$ cat src/rtl/mouse_pkt_pkg.sv
package mouse_pkt_pkg;

    typedef enum logic [2:0] {
        ENC_IDLE = 3'd0,
        ENC_HDR  = 3'd1,
        ENC_DX   = 3'd2,
        ENC_DY   = 3'd3,
        ENC_PAD0 = 3'd4,
        ENC_PAD1 = 3'd5
    } enc_state_t;

    localparam logic [7:0] HDR_BASE = 8'h87;
    localparam int         SAT_MAX  = 127;

    // clamp a wide signed value into -127..+127 and return its low byte
    function automatic logic [7:0] clamp_byte(input logic signed [31:0] v);
        logic signed [31:0] c;
        if (v > SAT_MAX)
            c = SAT_MAX;
        else if (v < -SAT_MAX)
            c = -SAT_MAX;
        else
            c = v;
        return c[7:0];
    endfunction

    function automatic logic [7:0] hdr_byte(input logic [2:0] btn);
        return HDR_BASE & ~{5'b00000, btn};
    endfunction

endpackage

$ cat src/rtl/mpq_encoder.sv
module mpq_encoder
    import mouse_pkt_pkg::*;
#(
    parameter int DELTA_W = 12
) (
    input  logic               clk,
    input  logic               rst_n,
    input  logic               evt_valid,
    input  logic [DELTA_W-1:0] evt_dx,
    input  logic [DELTA_W-1:0] evt_dy,
    input  logic [2:0]         evt_btn,
    output logic               busy,
    output logic               push_valid,
    output logic [7:0]         push_byte,
    output enc_state_t         state_o
);

    enc_state_t state_q, state_d;
    logic [7:0] hdr_q, dx_q, dy_q;
    logic signed [31:0] dx_ext, dy_ext;

    assign dx_ext = 32'($signed(evt_dx));
    assign dy_ext = 32'($signed(evt_dy));

    always_comb begin
        state_d = state_q;
        unique case (state_q)
            ENC_IDLE: if (evt_valid) state_d = ENC_HDR;
            ENC_HDR:  state_d = ENC_DX;
            ENC_DX:   state_d = ENC_DY;
            ENC_DY:   state_d = ENC_PAD0;
            ENC_PAD0: state_d = ENC_PAD1;
            ENC_PAD1: state_d = ENC_IDLE;
            default:  state_d = ENC_IDLE;
        endcase
    end

    always_ff @(posedge clk) begin
        if (!rst_n) begin
            state_q <= ENC_IDLE;
        end else begin
            state_q <= state_d;
        end
    end

    always_ff @(posedge clk) begin
        if (!rst_n) begin
            hdr_q <= '0;
            dx_q  <= '0;
            dy_q  <= '0;
        end else if (state_q == ENC_IDLE && evt_valid) begin
            hdr_q <= hdr_byte(evt_btn);
            dx_q  <= clamp_byte(dx_ext);
            dy_q  <= clamp_byte(-dy_ext);
        end
    end

    always_comb begin
        push_valid = 1'b1;
        push_byte  = 8'h00;
        unique case (state_q)
            ENC_IDLE: push_valid = 1'b0;
            ENC_HDR:  push_byte  = hdr_q;
            ENC_DX:   push_byte  = dx_q;
            ENC_DY:   push_byte  = dy_q;
            ENC_PAD0: push_byte  = 8'h00;
            ENC_PAD1: push_byte  = 8'h00;
            default:  push_valid = 1'b0;
        endcase
    end

    assign busy    = (state_q != ENC_IDLE);
    assign state_o = state_q;

endmodule

$ cat src/rtl/mpq_fifo.sv
module mpq_fifo #(
    parameter int DEPTH = 16,
    localparam int PW = (DEPTH > 1) ? $clog2(DEPTH) : 1,
    localparam int CW = $clog2(DEPTH + 1)
) (
    input  logic          clk,
    input  logic          rst_n,
    input  logic          push_valid,
    input  logic [7:0]    push_byte,
    input  logic          rd_en,
    output logic [7:0]    rd_data,
    output logic [CW-1:0] count,
    output logic          rx_avail
);

    localparam logic [CW-1:0] FULL_CNT = CW'(DEPTH);
    localparam logic [PW-1:0] LAST_IDX = PW'(DEPTH - 1);

    logic [7:0]    mem [DEPTH];
    logic [PW-1:0] wptr, rptr;
    logic          do_push, do_pop;

    // full test uses the count before any same-cycle read
    assign do_push = push_valid && (count != FULL_CNT);
    assign do_pop  = rd_en && (count != '0);

    always_ff @(posedge clk) begin
        if (do_push) mem[wptr] <= push_byte;
    end

    always_ff @(posedge clk) begin
        if (!rst_n) begin
            wptr    <= '0;
            rptr    <= '0;
            count   <= '0;
            rd_data <= 8'h00;
        end else begin
            if (do_push)
                wptr <= (wptr == LAST_IDX) ? '0 : wptr + 1'b1;
            if (do_pop)
                rptr <= (rptr == LAST_IDX) ? '0 : rptr + 1'b1;
            count <= count + CW'(do_push) - CW'(do_pop);
            if (rd_en)
                rd_data <= do_pop ? mem[rptr] : 8'h00;
        end
    end

    assign rx_avail = (count != '0);

endmodule

$ cat src/rtl/mouse_pkt_queue.sv
module mouse_pkt_queue
    import mouse_pkt_pkg::*;
#(
    parameter int DEPTH   = 16,
    parameter int DELTA_W = 12
) (
    input  logic               clk,
    input  logic               rst_n,
    input  logic               evt_valid,
    input  logic [DELTA_W-1:0] evt_dx,
    input  logic [DELTA_W-1:0] evt_dy,
    input  logic [2:0]         evt_btn,
    output logic               busy,
    input  logic               rd_en,
    output logic [7:0]         rd_data,
    output logic               rx_avail
);

    localparam int CW = $clog2(DEPTH + 1);

    logic          push_valid;
    logic [7:0]    push_byte;
    logic [CW-1:0] fifo_count;
    enc_state_t    enc_state;

    mpq_encoder #(.DELTA_W(DELTA_W)) enc_i (
        .clk        (clk),
        .rst_n      (rst_n),
        .evt_valid  (evt_valid),
        .evt_dx     (evt_dx),
        .evt_dy     (evt_dy),
        .evt_btn    (evt_btn),
        .busy       (busy),
        .push_valid (push_valid),
        .push_byte  (push_byte),
        .state_o    (enc_state)
    );

    mpq_fifo #(.DEPTH(DEPTH)) fifo_i (
        .clk        (clk),
        .rst_n      (rst_n),
        .push_valid (push_valid),
        .push_byte  (push_byte),
        .rd_en      (rd_en),
        .rd_data    (rd_data),
        .count      (fifo_count),
        .rx_avail   (rx_avail)
    );

endmodule

$ cat config.mk
export PLATFORM = sky130hd
export DESIGN_NAME = mouse_pkt_queue
export DESIGN_NICKNAME = d
export VERILOG_FILES = /design/src/rtl/mouse_pkt_pkg.sv /design/src/rtl/mpq_encoder.sv /design/src/rtl/mpq_fifo.sv /design/src/rtl/mouse_pkt_queue.sv
export SDC_FILE = /design/constraint.sdc
export NUM_CORES = 1
export LEC_CHECK = 0
export BUFFER_PORTS_ARGS = -buffer_cell sky130_fd_sc_hd__buf_2
export CORE_UTILIZATION = 60
export DETAILED_ROUTE_END_ITERATION = 12
export GPL_ROUTABILITY_DRIVEN = 1
export GPL_TIMING_DRIVEN = 1
export PLACE_DENSITY = 0.78
export REMOVE_ABC_BUFFERS = 1
export SLEW_MARGIN = 20
export SYNTH_ARGS = -nofsm -noshare
export SYNTH_HDL_FRONTEND = slang
export SYNTH_HIERARCHICAL = 1
export SYNTH_SLANG_ARGS = --single-unit
$ cat constraint.sdc
create_clock -name clk -period 6.05 [get_ports clk]
set_input_delay 0.3025 -clock clk [delete_from_list [all_inputs] [get_ports clk]]
set_output_delay 0.3025 -clock clk [all_outputs]
set_load 0.03 [all_outputs]
==> results of run 1 <==
[cells in the mapped netlist, types with 2 or more instances]
cell	instances	area, um^2
nor4b_1	5	43.8
a221o_1	9	90.1
buf_6	5	56.3
nor3_1	12	60.1
xnor2_1	9	78.8
clkbuf_1	11	41.3
buf_2	2	10.0
nand4_1	5	31.3
nand2b_1	4	25.0
a21o_1	2	15.0
nand4b_1	3	26.3
nand3_1	6	30.0
mux4_1	16	420
a22oi_1	4	30.0
buf_12	2	40.0
ha_1	17	213
a311o_1	2	20.0
mux2_2	12	135
dfxtp_1	48	961
nand2_1	21	78.8
nor4bb_1	2	20.0
nor4_1	3	18.8
o211ai_1	2	15.0
or3_1	3	18.8
mux2i_1	14	140
nor2_1	33	124
edfxtp_1	128	3840
a2111oi_0	2	17.5
and3_1	6	37.5
a21boi_0	4	30.0
a211oi_1	3	22.5
nor2b_1	5	31.3
a21oi_1	25	125
o21ai_0	22	110
mux4_2	16	360
and2_1	13	81.3
buf_1	5	18.8
inv_1	18	67.6
[routing by layer]
metal | share of wire | vias to the layer above
met5 | 0 | -
met1 | 0.42 | 2306
met3 | 0.046 | 17
met2 | 0.52 | 144
met4 | 0.014 | 0
li1 | - | 2123
[where the power goes]
| part | internal [mW] | switching [mW] | leakage (nW) |
|---|---|---|---|
| Combinational | 0.236 | 0.258 | 1.09 |
| Sequential | 1.38 | 0.0926 | 1.55 |
| Clock | 0.667 | 0.425 | 0.290 |
[state kept, by name, indices dropped and copies added, names as in the netlist, named ones only]
register and flops:
fifo_i/rptr 4, fifo_i/count 5, fifo_i/wptr 4, enc_i/state_o 3, fifo_i/rd_data 8, enc_i/dy_q 8, enc_i/dx_q 8, enc_i/hdr_q 4
fifo_i/mem 128
[path summary, 6_finish.rpt]
check,from,end,slack (ns),depth (start not counted)
min reg2reg,enc_i/dy_q[7]$_SDFFE_PN0P_,enc_i/dy_q[7]$_SDFFE_PN0P_,0.45,2
min,evt_btn[2],enc_i/hdr_q[2]$_SDFFE_PN0P_,0.05,2
max,enc_i/state_o[0]$_SDFFE_PN0P_,fifo_i/count[4]$_SDFF_PN0_,2.81,12
max reg2reg,enc_i/state_o[0]$_SDFFE_PN0P_,fifo_i/count[4]$_SDFF_PN0_,2.81,12
[logic make-up after synthesis]
kind of cell | after synthesis | share of synthesized area
flops | 176 | 0.620
fa+ha+maj | 18 | 0.0300
simple gates | 133 | 0.0965
compound gates | 84 | 0.0735
mux | 58 | 0.136
buf+inv | 44 | 0.0320
xor+xnor | 10 | 0.0113
[critical path, cell delays in order (launching register included)]
cell and delay (ns):
dfxtp_1 0.67, nor3_1 0.20, a21oi_1 0.23, nand2_1 0.31
ha_1 0.38, inv_1 0.06, ha_1 0.16, inv_1 0.06
fa_1 0.41, nand2b_1 0.19, a21oi_1 0.20, o21ai_0 0.09
and3b_1 0.18
[cell type report]
class,instances,area (um^2)
fill,869,4000
clock buffer,21,460
tap,172,215
multi-input combinational,303,2700
sequential,176,4810
inverter,18,67.6
timing repair buffer,44,230
clock inverter,11,136
==> impl_metrics.ini, run 1 <==
[status]
outcome = complete, no violations

[detailed_routing]
dr_total_vias = 4590
wl_per_cell_um = 20.1
vias_per_cell = 6.16
ant_nets = 0
first_iter_violations = 425
firstDrtPassIters = 4
postRouteWirelength_um = 15000
drcViolationCount = 0

[global_routing]
top_usage_layer = met2
use_met2 = 0.418
grt_start_max_net_pins = 33
grt_use_met1 = 0.321
antenna_found_initial = 0
grt.total_usage = 0.245
grt_overflow = 0
grtUsageMet3 = 0.0413
grt_pass1_wl_um = 23800
grt_pass1_vias = 4560

[sta]
fmax_ghz = 0.309
fin_ws_ns = 2.81
hold_slack_ns = 0.0547
setup_violations = 0
hold_viol_final = 0
tightest_slew_ns = 1.16
tns_ns = 0
maxSlewHeadroom = 0.226
period_share = 0.535
final_max_slew_viol_count = 0
fin_worst_skew_ns = 0.00930
rsz0062_at_grt = false
period_needed_ns = 3.24

[synth]
syn_inst = 523
synth.distinct_cells = 62
synth_warnings = 6
syn_avg_cell_area_um2 = 14.8
synth-seq-area-share = 0.620
synth-seq-cells = 176
async_flop_share = 0
synth_area_mm2 = 0.00774
synth_edf_count = 128
synthFlopType = edfxtp_1

[critical_path]
crit_fanout = 14
critPathKind = flop to flop
cp-end-kind = flop
start_kind = flop
cp.arrival_ns = 3.56
worstPathRequired_ns = 6.37

[clocking]
cts_buffers = 17
postCtsSetupRepairBufs = 0
insertion_delay_ns = 0.42
htreeDepth = 4
cts_tree = yes
post_cts_resized = 0
cts_max_path_buffers = 2
cts_root_buf = clkbuf_16
hold_buffers = 0
clkSinkCount = 176
cts.reportedPaths.clkPinSlew_ns = 0.06

[placed_design]
io_buffers = 40
hpwlAfterDp_um = 9480
dp.cells = 713
dp_slack_ns = 2.69
dpl_cell_area_mm2 = 0.00801
gp_congestion = 0.857

[worst_hold_path]
hold_path_class = primary input to flop

[power_and_ir_drop]
finalPower_mw = 3.05
p_per_area_mw_per_mm2 = 354
vdd_ir_drop_max_v = 0.000258
p_leak_nw = 2.93

[layout]
nets = 609
drive_gt1_frac = 0.195
stdcell_count = 745
final_cell_mix = 128 x edfxtp_1, 46 x dfxtp_1, 40 x buf_2, 31 x nor2_1, 25 x a21oi_1
postLayoutCellArea_mm2 = 0.00862
antennaDiodeCount = 0
layout_commonest_cell = edfxtp_1
area_delta_synth_final_pct = 11.3
fin_util = 0.683

[floorplan]
die-area_mm2 = 0.0134
die_h_um = 116
start_util = 0.614
die_w_um = 116
io_pins = 41
rows = 41
core_area_mm2 = 0.0126

[flow_run]
maxCapViolCount = 0
Note: power is estimated with default switching activity, not from simulation.
==> run 2, diff against run 1 <==
--- a/config.mk
+++ b/config.mk
@@ -6,11 +6,11 @@
 export NUM_CORES = 1
 export LEC_CHECK = 0
 export BUFFER_PORTS_ARGS = -buffer_cell sky130_fd_sc_hd__buf_2
-export CORE_UTILIZATION = 60
+export CORE_UTILIZATION = 55
 export DETAILED_ROUTE_END_ITERATION = 12
 export GPL_ROUTABILITY_DRIVEN = 1
 export GPL_TIMING_DRIVEN = 1
-export PLACE_DENSITY = 0.78
+export PLACE_DENSITY = 0.76
 export REMOVE_ABC_BUFFERS = 1
 export SLEW_MARGIN = 20
 export SYNTH_ARGS = -nofsm -noshare
==> constraint.sdc (replaced) <==
create_clock -name clk -period 2.7 [get_ports clk]
set_input_delay 0.135 -clock clk [delete_from_list [all_inputs] [get_ports clk]]
set_output_delay 0.135 -clock clk [all_outputs]
set_load 0.03 [all_outputs]
==> run 2 against run 1 <==
Against the previous run:
- die area rose by 8.9%
- cell count rose by 5.2%
- utilization fell by 2.0 points
==> impl_metrics.ini, run 2 (synthesis results as in run 1) <==
[layout]
drive_gt1_frac = 0.252
fillers = 905
top_register = fifo_i/mem
stdcell_count = 784
nets = 644
area_delta_synth_final_pct = 15.5
antennaDiodeCount = 0
final_cell_mix = 128 x edfxtp_1, 45 x dfxtp_1, 40 x buf_2, 33 x buf_4, 31 x nor2_1
fin_util = 0.662
layout_commonest_cell = edfxtp_1
largest_register_ffs = 128

[detailed_routing]
vias_per_cell = 6.09
drcViolationCount = 0
firstDrtPassIters = 5
wl_per_cell_um = 20.2
dr_total_vias = 4774
first_iter_violations = 412
ant_nets = 0
postRouteWirelength_um = 15800

[power_and_ir_drop]
finalPower_mw = 7.07
vdd_ir_drop_max_v = 0.000565
p_per_area_mw_per_mm2 = 790
p_leak_nw = 3.09

[placed_design]
gp_congestion = 0.803
io_buffers = 40
dp.cells = 743
hpwlAfterDp_um = 10100

[critical_path]
critPathKind = flop to flop
start_kind = flop
cpMaxStageDelayCell = or4b_4
cp_num_buf_inv = 4
worstPathRequired_ns = 3.01
critPathLaunch = fifo_i/count[3]$_SDFF_PN0_
slowest_delay_ns = 0.47
r2r-end = fifo_i/count[4]$_SDFF_PN0_
reg2reg_slack_ns = 0.06
rr_startpoint = fifo_i/count[3]$_SDFF_PN0_
cp-end-kind = flop
ff2ff_path_depth = 14
cp.arrival_ns = 2.95
worstPathCellList = inv_2 -> ha_4 -> or4b_4 -> nand2_2 -> inv_1 -> ha_4 -> inv_2 -> ha_4 -> inv_2 -> fa_2 -> nand2b_4 -> a21oi_2 -> o21ai_1 -> and3b_1
cp_top_family = simple AND/OR/NAND/NOR gates
crit_fanout = 2

[clocking]
cts_tree = yes
insertion_delay_ns = 0.42
cts_max_path_buffers = 2
htreeDepth = 4
cts.reportedPaths.clkPinSlew_ns = 0.06
clkSinkCount = 176
cts_root_buf = clkbuf_16
cts_buffers = 17

[floorplan]
core_area_mm2 = 0.0135
io_pins = 41
die_h_um = 121
rows = 42
die-area_mm2 = 0.0146
start_util = 0.573
die_w_um = 121

[global_routing]
use_met2 = 0.393
grt_overflow = 0
grt_pass1_wl_um = 24600
grt_pass1_vias = 4688
grt_start_max_net_pins = 33
grt_use_met1 = 0.291
grtUsageMet3 = 0.0552
grt.total_usage = 0.232
antenna_found_initial = 0
top_usage_layer = met2

[worst_hold_path]
hold_start = evt_dx[4]
hold_path_class = primary input to flop
hold_end = enc_i/dx_q[4]$_SDFFE_PN0P_
worstHoldPathCells = 3

[flow_run]
maxCapViolCount = 0

[sta]
tightest_slew_ns = 1.15
fmax_ghz = 0.379
setup_violations = 0
fin_worst_skew_ns = 0.00640
final_max_slew_viol_count = 0
period_needed_ns = 2.64
maxSlewHeadroom = 0.230
hold_slack_ns = 0.0610
tns_ns = 0
hold_viol_final = 0
period_share = 0.978

[status]
outcome = complete, no violations
## run 2: changes by cell type in the layout (fill, tap and decap cells not counted), sizes merged
cell         change
buf             +30
clkbuf           -3
clkinv           +4
dlygate4sd3      +5
inv              -1
## run 2: per-layer routing
layer / wire length [um] / vias to the layer above / part of all wire
li1: - / 2198 / -
met1: 6610 / 2376 / 0.42
met2: 8000 / 171 / 0.51
met3: 940 / 29 / 0.059
met4: 283 / 0 / 0.018
met5: 0 / - / 0
## run 2: how the worst max path moves through the flow
stage	to	cells after the start
5_1_grt	fifo_i/count[4]$_SDFF_PN0_	14
3_3_place_gp	enc_i/dy_q[1]$_SDFFE_PN0P_	12
6_report	fifo_i/count[4]$_SDFF_PN0_	14
3_5_place_dp	enc_i/dy_q[5]$_SDFFE_PN0P_	12
4_1_cts	fifo_i/count[4]$_SDFF_PN0_	14
2_1_floorplan	fifo_i/count[4]$_SDFF_PN0_	14
## run 2: where the power goes
group / total (mW) / switching [mW] / internal [mW] / leakage [nW]
logic: 1.49 / 0.782 / 0.711 / 1.26
registers: 3.19 / 0.107 / 3.08 / 1.55
clock network: 2.39 / 0.954 / 1.43 / 0.279
total: 7.07 / 1.84 / 5.23 / 3.09
## run 2: per-stage QoR
step           cell area, um^2  setup WS (ns)
4_1_cts                   8900        0.00941
6_report                  8950         0.0583
3_5_place_dp              8220         -0.182
3_3_place_gp              8220        -0.0504
5_1_grt                   8950        -0.0349
2_1_floorplan             7560         -0.265
## run 2: what timing repair did
action,in CTS,in global routing
hold buffers,5,0
endpoints found under the setup margin,1,1
buffers inserted,2,2
gates resized for setup,14,3
hold endpoints to repair,5,0
pin swaps,4,2
## run 2: cell type report
type                    count  area (um^2)  share of cell area
clock buffers              18          429              0.0480
multi-input cells         303         2760               0.308
inverters                  18         67.6             0.00755
repair buffers             79          518              0.0579
clock inverters            14          148              0.0165
flip-flops and latches    176         4810               0.537
well taps                 176          220              0.0246
## run 2: worst register-to-register path: stages (launching register included)
cell and delay [ns]:
dfxtp_2 0.33, inv_2 0.07, ha_4 0.13, or4b_4 0.47
nand2_2 0.10, inv_1 0.07, ha_4 0.21, inv_2 0.07
ha_4 0.13, inv_2 0.04, fa_2 0.38, nand2b_4 0.15
a21oi_2 0.15, o21ai_1 0.06, and3b_1 0.18
